[src/rtl/br_pkg.sv]
// Package: shared branch kind encoding for the execute-stage resolver.
// Assumes at most one meaningful kind per instruction; priority handled by decoder.
package br_pkg;
    typedef enum logic [1:0] {
        BK_NONE    = 2'd0,
        BK_ALWAYS  = 2'd1,
        BK_ZERO    = 2'd2,
        BK_NONZERO = 2'd3
    } br_kind_e;
endpackage

[src/rtl/br_cond_eval.sv]
// Module: decodes the branch flags into one kind (always > zero > nonzero)
// and evaluates the condition on the forwarded operand.
// Assumes operand is already forwarded; purely combinational.
module br_cond_eval
    import br_pkg::*;
#(
    parameter int XLEN = 64
) (
    input  logic            f_always,
    input  logic            f_zero,
    input  logic            f_nonzero,
    input  logic [XLEN-1:0] opnd,
    output br_kind_e        kind,
    output logic            cond_true
);
    logic is_zero;

    // zero detect on the forwarded operand
    always_comb is_zero = ~|opnd;

    // priority decode of the flags into a single kind
    always_comb begin
        if (f_always)       kind = BK_ALWAYS;
        else if (f_zero)    kind = BK_ZERO;
        else if (f_nonzero) kind = BK_NONZERO;
        else                kind = BK_NONE;
    end

    // condition outcome per kind
    always_comb begin
        unique case (kind)
            BK_ALWAYS:  cond_true = 1'b1;
            BK_ZERO:    cond_true = is_zero;
            BK_NONZERO: cond_true = ~is_zero;
            default:    cond_true = 1'b0;
        endcase
    end
endmodule

[src/rtl/br_target_gen.sv]
// Module: computes branch target = pc + (offset << SHIFT), modulo 2^XLEN.
// Assumes offset is already sign-extended to XLEN bits.
module br_target_gen #(
    parameter int XLEN  = 64,
    parameter int SHIFT = 2
) (
    input  logic [XLEN-1:0] pc,
    input  logic [XLEN-1:0] offset,
    output logic [XLEN-1:0] target
);
    logic [XLEN-1:0] scaled;

    generate
        if (SHIFT == 0) begin : g_noshift
            // no scaling: byte offsets
            always_comb scaled = offset;
        end else begin : g_shift
            // scale word offset to bytes
            always_comb scaled = {offset[XLEN-1-SHIFT:0], {SHIFT{1'b0}}};
        end
    endgenerate

    // target adder
    always_comb target = pc + scaled;
endmodule

[src/rtl/br_resolve_ex.sv]
// Module: execute-stage branch resolver. Produces target, PC-source select
// and flush strobes for fetch/decode and decode/execute registers.
// Assumes flushes take effect at the next rising edge, so the cycle after a
// taken branch holds a squashed slot whose flags must be ignored.
module br_resolve_ex
    import br_pkg::*;
#(
    parameter int XLEN  = 64,
    parameter int SHIFT = 2
) (
    input  logic            clk,
    input  logic            rst_n,
    input  logic            br_always,
    input  logic            br_if_zero,
    input  logic            br_if_nonzero,
    input  logic [XLEN-1:0] operand,
    input  logic [XLEN-1:0] ex_pc,
    input  logic [XLEN-1:0] ex_offset,
    output logic [XLEN-1:0] target_pc,
    output logic            pc_sel_target,
    output logic            flush_fetch,
    output logic            flush_decode
);
    br_kind_e kind;
    logic     cond_true;
    logic     squash_q;
    logic     taken;

    br_cond_eval #(.XLEN(XLEN)) i_cond (
        .f_always  (br_always),
        .f_zero    (br_if_zero),
        .f_nonzero (br_if_nonzero),
        .opnd      (operand),
        .kind      (kind),
        .cond_true (cond_true)
    );

    br_target_gen #(.XLEN(XLEN), .SHIFT(SHIFT)) i_tgt (
        .pc     (ex_pc),
        .offset (ex_offset),
        .target (target_pc)
    );

    // final decision: gated by reset and by the squash slot
    always_comb taken = rst_n && !squash_q && (kind != BK_NONE) && cond_true;

    // drive select and flush strobes from the decision
    always_comb begin
        pc_sel_target = taken;
        flush_fetch   = taken;
        flush_decode  = taken;
    end

    // remember a taken branch so the next execute slot is treated as a bubble
    always_ff @(posedge clk) begin
        if (!rst_n) squash_q <= 1'b0;
        else        squash_q <= taken;
    end

    AST_UNCOND_TAKEN: assert property (@(posedge clk) disable iff (!rst_n)
        (br_always && !squash_q) |-> pc_sel_target);
    AST_ZERO_TAKEN: assert property (@(posedge clk) disable iff (!rst_n)
        (br_if_zero && !br_always && operand == '0 && !squash_q) |-> pc_sel_target);
    AST_NONZERO_SKIP: assert property (@(posedge clk) disable iff (!rst_n)
        (br_if_nonzero && !br_if_zero && !br_always && operand == '0) |-> !pc_sel_target);
    AST_TARGET_ALIGN: assert property (@(posedge clk) disable iff (!rst_n)
        target_pc[SHIFT-1:0] == ex_pc[SHIFT-1:0]);
    AST_FLUSH_PAIR: assert property (@(posedge clk) disable iff (!rst_n)
        pc_sel_target |-> (flush_fetch && flush_decode));
    AST_NO_BACK_TO_BACK: assert property (@(posedge clk) disable iff (!rst_n)
        pc_sel_target |=> !pc_sel_target);
    AST_IDLE_QUIET: assert property (@(posedge clk) disable iff (!rst_n)
        (!br_always && !br_if_zero && !br_if_nonzero) |-> !pc_sel_target);
endmodule

[config.mk]
export PLATFORM = sky130hd
export DESIGN_NAME = br_resolve_ex
export DESIGN_NICKNAME = d
export VERILOG_FILES = /design/src/rtl/br_pkg.sv /design/src/rtl/br_cond_eval.sv /design/src/rtl/br_target_gen.sv /design/src/rtl/br_resolve_ex.sv
export SDC_FILE = /design/constraint.sdc
export NUM_CORES = 1
export LEC_CHECK = 0
export ABC_AREA = 1
export CORE_MARGIN = 1
export CORE_UTILIZATION = 46
export DETAILED_ROUTE_END_ITERATION = 10
export GPL_TIMING_DRIVEN = 0
export PLACE_DENSITY = 0.87
export SLEW_MARGIN = 20
export SYNTH_ARGS = -nofsm -noshare
export SYNTH_HDL_FRONTEND = slang
export SYNTH_HIERARCHICAL = 1
export SYNTH_SLANG_ARGS = --single-unit
[constraint.sdc]
create_clock -name clk -period 4.7 [get_ports clk]
set_input_delay 0.705 -clock clk [delete_from_list [all_inputs] [get_ports clk]]
set_output_delay 0.705 -clock clk [all_outputs]
set_load 0.05 [all_outputs]
== Yosys cells after proc, flatten, opt, wreduce, memory -nomap -nowiden ==
Cells that the tools add are included.
Widths: inputs -> output; s select.

* Flip-flop bits (word level): 1
* Input bits: 197

* Reductions and logical operators: 7
* Eq/ne operators: 3
* Multiplexer cells: 4
* Add/subtract/negate cells: 1

{| class="wikitable"
|+ Operators by type and width
! kind !! count
|-
| $add 64x64->64 || 1
|-
| $reduce_or 64->1 || 1
|-
| $mux 2 || 3
|-
| $eq 2x2->1 const B || 2
|-
| $logic_and 1x1->1 || 3
|-
| $pmux 1 s3 || 1
|-
| $eq 2x1->1 const B || 1
|-
| $logic_not 1->1 || 2
|-
| $reduce_bool 2->1 || 1
|}

== Logic depth before layout (Yosys ltp) ==
Gate-level depths: netlist of the first run.

* Depth in word-level cells: 6
* Gate-level depth with buffers: 16

== Cells and area by module ==
Netlist of the first run, hierarchy kept.

{| class="wikitable"
|+ By module, submodules not included
! module !! sequential area each (µm²) !! area each (µm²) !! instances !! cells each
|-
| br_target_gen || 0.0 || 5,709.2 || 1 || 1,228
|-
| br_cond_eval || 0.0 || 279.0 || 1 || 72
|-
| br_resolve_ex || 20.0 || 60.1 || 1 || 8
|}

== Worst setup path after synthesis of the first run ==
No wires, ideal clock.

* Kind: input to output
* Start point: in ex_offset[0]
* End point: out target_pc[34]
* Stages: 13
* Data required time: 3,995 ps
* Data arrival time: 2,707 ps
* Slack: 1,288 ps
* Path buffers: 0
* Cells stage by stage: ha_1 > inv_1 > fa_1 > inv_1 > nand2_1 > nand2_1 > nand3_1 > nand2_2 > nand2_1 > nand2_1 > nand2_1 > nand2_1 > xor2_1

* Cells in the longest elaborated chain, start to end: 1

{| class="wikitable"
|+ RTL lines
! item !! RTL line !! RTL
|-
| start: declaration || br_resolve_ex.sv:18 || <nowiki>input logic [XLEN-1:0] ex_offset,</nowiki>
|-
| $add 64x64->64 || br_target_gen.sv:24 || <nowiki>always_comb target = pc + scaled;</nowiki>
|-
| end: declaration || br_resolve_ex.sv:19 || <nowiki>output logic [XLEN-1:0] target_pc,</nowiki>
|}

No other way between the ends.

== Worst setup path after layout of the first run ==
Same ends and word-level chain as after synthesis.

==> impl_metrics.toml, run 1 <==
[layout]
diodes = 0
multiInputGateArea_um2 = 4870
final_cell_mix = "nand2_1, inv_1, clkdlybuf4s50_1"
largestRegisters = "squash_q: 1 flops"
regArea_um2 = 20.0
largest_register_ffs = 1
fin_nets = 1828
fill_cells = 1255
layout-drive-gt1-share_pct = 3.51
areaGrowthSynthToFinish_pct = 46.4
top_register = "squash_q"
final_common_cell = "nand2_1"

[die]
io_pins = 264
die_width_um = 117
core_um2 = 12700
fp.dieArea_um2 = 13600
fp-row-count = 41
die-height_um = 117
initial_core_util_pct = 47.5

[timing]
clock_skew_ns = 0
period_needed_ns = 4.56
period_share_pct = 96.9
fmax_mhz = 220
worstMarginPinSlew_ns = 0.566
setup_tns_ns = 0
report.final.hold_viol_count = 0
slew_violations = 0
setup_viol_count_final = 0
slew-limit-headroom_pct = 62.1
grt_setup_unrepaired = "false"

[setup_path]
start_kind = "input pin"
end_kind = "output port"
critPathSlowestCell = "clkdlybuf4s50_1"
cpMostUsedCell = "nand2_1"
critical_path.max_fanout = 4
critPathKind = "in -> out"
worstPathRequired_ns = 3.99
cp_cell_sequence = "clkdlybuf4s50_1 > ha_1 > inv_1 > fa_1 > inv_1 > nand2_1 > nand2_1 > nand3_1 > nand2_2 > nand2_1 > nand2_1 > nand2_1 > nand2_1 > xor2_1 > clkdlybuf4s50_1"
cp.arrival_ns = 3.85
slowest_delay_ns = 0.84

[global_routing]
grt_max_degree = 7
grt_pass1_wl_um = 36800
grt_use_met2_pct = 60.3
grt-ovfl-total = 0
antenna_found_initial = 0
grt_usage_pct = 35.2
busiest_layer = "met2"
met1_usage_pct = 46.1
grtUsageMet3_pct = 7.73
grt_pass1_vias = 7643

[power]
fin_total_pwr_mw = 1.55
power_per_cell_area_nw_per_um2 = 175
leakagePower_nw = 5.22
ir_drop_uv = 145

[yosys]
ys_async_sr_fraction_pct = 0
syn_inst = 1308
synth_edf_count = 0
syn_nets = 1567
synth_cell_type_count = 26
postSynthAreaPerCell_um2 = 4.62
synth-seq-area-share_pct = 0.331
yosys_warnings = 6
syn_area_um2 = 6050
ys_seq_elements = 1
synth.top_cell.area_share_pct = 36.3
synth.area.top_cells = "nand2_1, inv_1, ha_1, nor2_1, xor2_1"
yosys.area.top_type = "nand2_1"
synthFlopType = "dfxtp_1"

[placed_design]
port_buffers = 259
gp_congestion = 1.06
dp_hpwl_um = 22200

[clock_network]
ctsHoldBuffers = 0
cts_setup_buffers = 0
clkLatencyLatePin_ns = 0
cts_resized = 0
path_clk_slew_ns = 0

[routing]
drtAntennaViolNets = 0
drtPass1Iterations = 6
dr_total_vias = 8532
drt-vias-per-instance = 4.91
drc = 0
routedWlPerCell_um = 14.1
drt_iter0_drc = 713
drt_wl_total_um = 24500

[worst_hold_path]
hold_class = "reg -> reg"

[job]
maxCapViolCount = 0

[outcome]
status = "complete, no violations"
## stage by stage
step	util, %	hold WS (ns)	instances	cell area, um^2	setup slack [ns]
4_1_cts	69.6	0.514	1739	8860	0.189
3_5_place_dp	69.6	0.513	1739	8860	0.212
5_1_grt	69.6	0.538	1739	8860	0.0234
3_3_place_gp	69.6	0.489	1739	8860	0.239
6_report	69.6	0.512	1739	8860	0.145
2_1_floorplan	-	0.475	1308	6050	1.29
## critical path, delay by kind of cell
| kind | cells | cell delay, ns |
|---|---|---|
| AND/OR/NAND/NOR | 8 | 0.79 |
| XOR/XNOR | 1 | 0.20 |
| adder cells (fa/ha/maj) | 2 | 0.62 |
| buffers and inverters | 4 | 1.53 |
## power breakdown
| group | total [mW] | internal [mW] | switching [mW] |
|---|---|---|---|
| Combinational | 1.54 | 0.554 | 0.983 |
| Sequential | 0.00953 | 0.00932 | 0.000203 |
| Clock | 0 | 0 | 0 |
## cell usage after synthesis, types with 3 or more instances
library cell,count
nand2_1,585
inv_1,295
nor2_1,149
ha_1,61
nand3_1,50
a21oi_1,39
xor2_1,30
nand2_2,16
nand4_1,14
nor2_2,12
nor3_1,11
nand3_2,10
o21bai_1,8
o21ai_0,5
buf_4,4
inv_2,4
nor2_4,3
nor3_2,3
## layout make-up
type                            instances  area share, %
Inverter                              300           12.7
Sequential cell                         1          0.226
Timing Repair Buffer                  259           29.3
Buffer                                  4          0.339
Tap cell                              172           2.43
Multi-Input combinational cell       1003           55.0
## per-layer routing
layer / wire (um) / vias up
met3: 2250 / 26
li1: - / 4390
met1: 10700 / 3759
met2: 11200 / 357
met5: 0 / -
met4: 347 / 0
## cell families (layout without fill, tap and decap cells)
logic type | count (synthesis) | in the layout | synth area share, %
AOI/OAI and AO/OA | 52 | 52 | 4.63
xor gates and xnor gates | 32 | 32 | 4.63
adders and majority gates | 62 | 62 | 12.9
buffers and inverters | 304 | 563 | 19.1
DFF | 1 | 1 | 0.331
and+or+nand+nor | 857 | 857 | 58.3
## final timing paths
kind	slack, ns	startpoint	cells past startpoint	endpoint
setup / recovery	0.14	ex_offset[0]	15	target_pc[34]
hold / removal	0.51	squash_q	3	squash_q
setup reg to reg	4.12	squash_q	3	squash_q
hold reg to reg	0.51	squash_q	3	squash_q
(Power assumes the default switching activity.)
==> run 2: changes to the inputs <==
Settings changed: SKIP_LAST_GASP set to 1.
==> results of run 2 <==
Final layout, timing and power as in run 1 (identical DEF).
==> run 3: changes to the inputs <==
Settings changed: CTS_BUF_LIST set to sky130_fd_sc_hd__clkbuf_16.
==> results of run 3 <==
Final layout, timing and power as in run 1 (identical DEF).
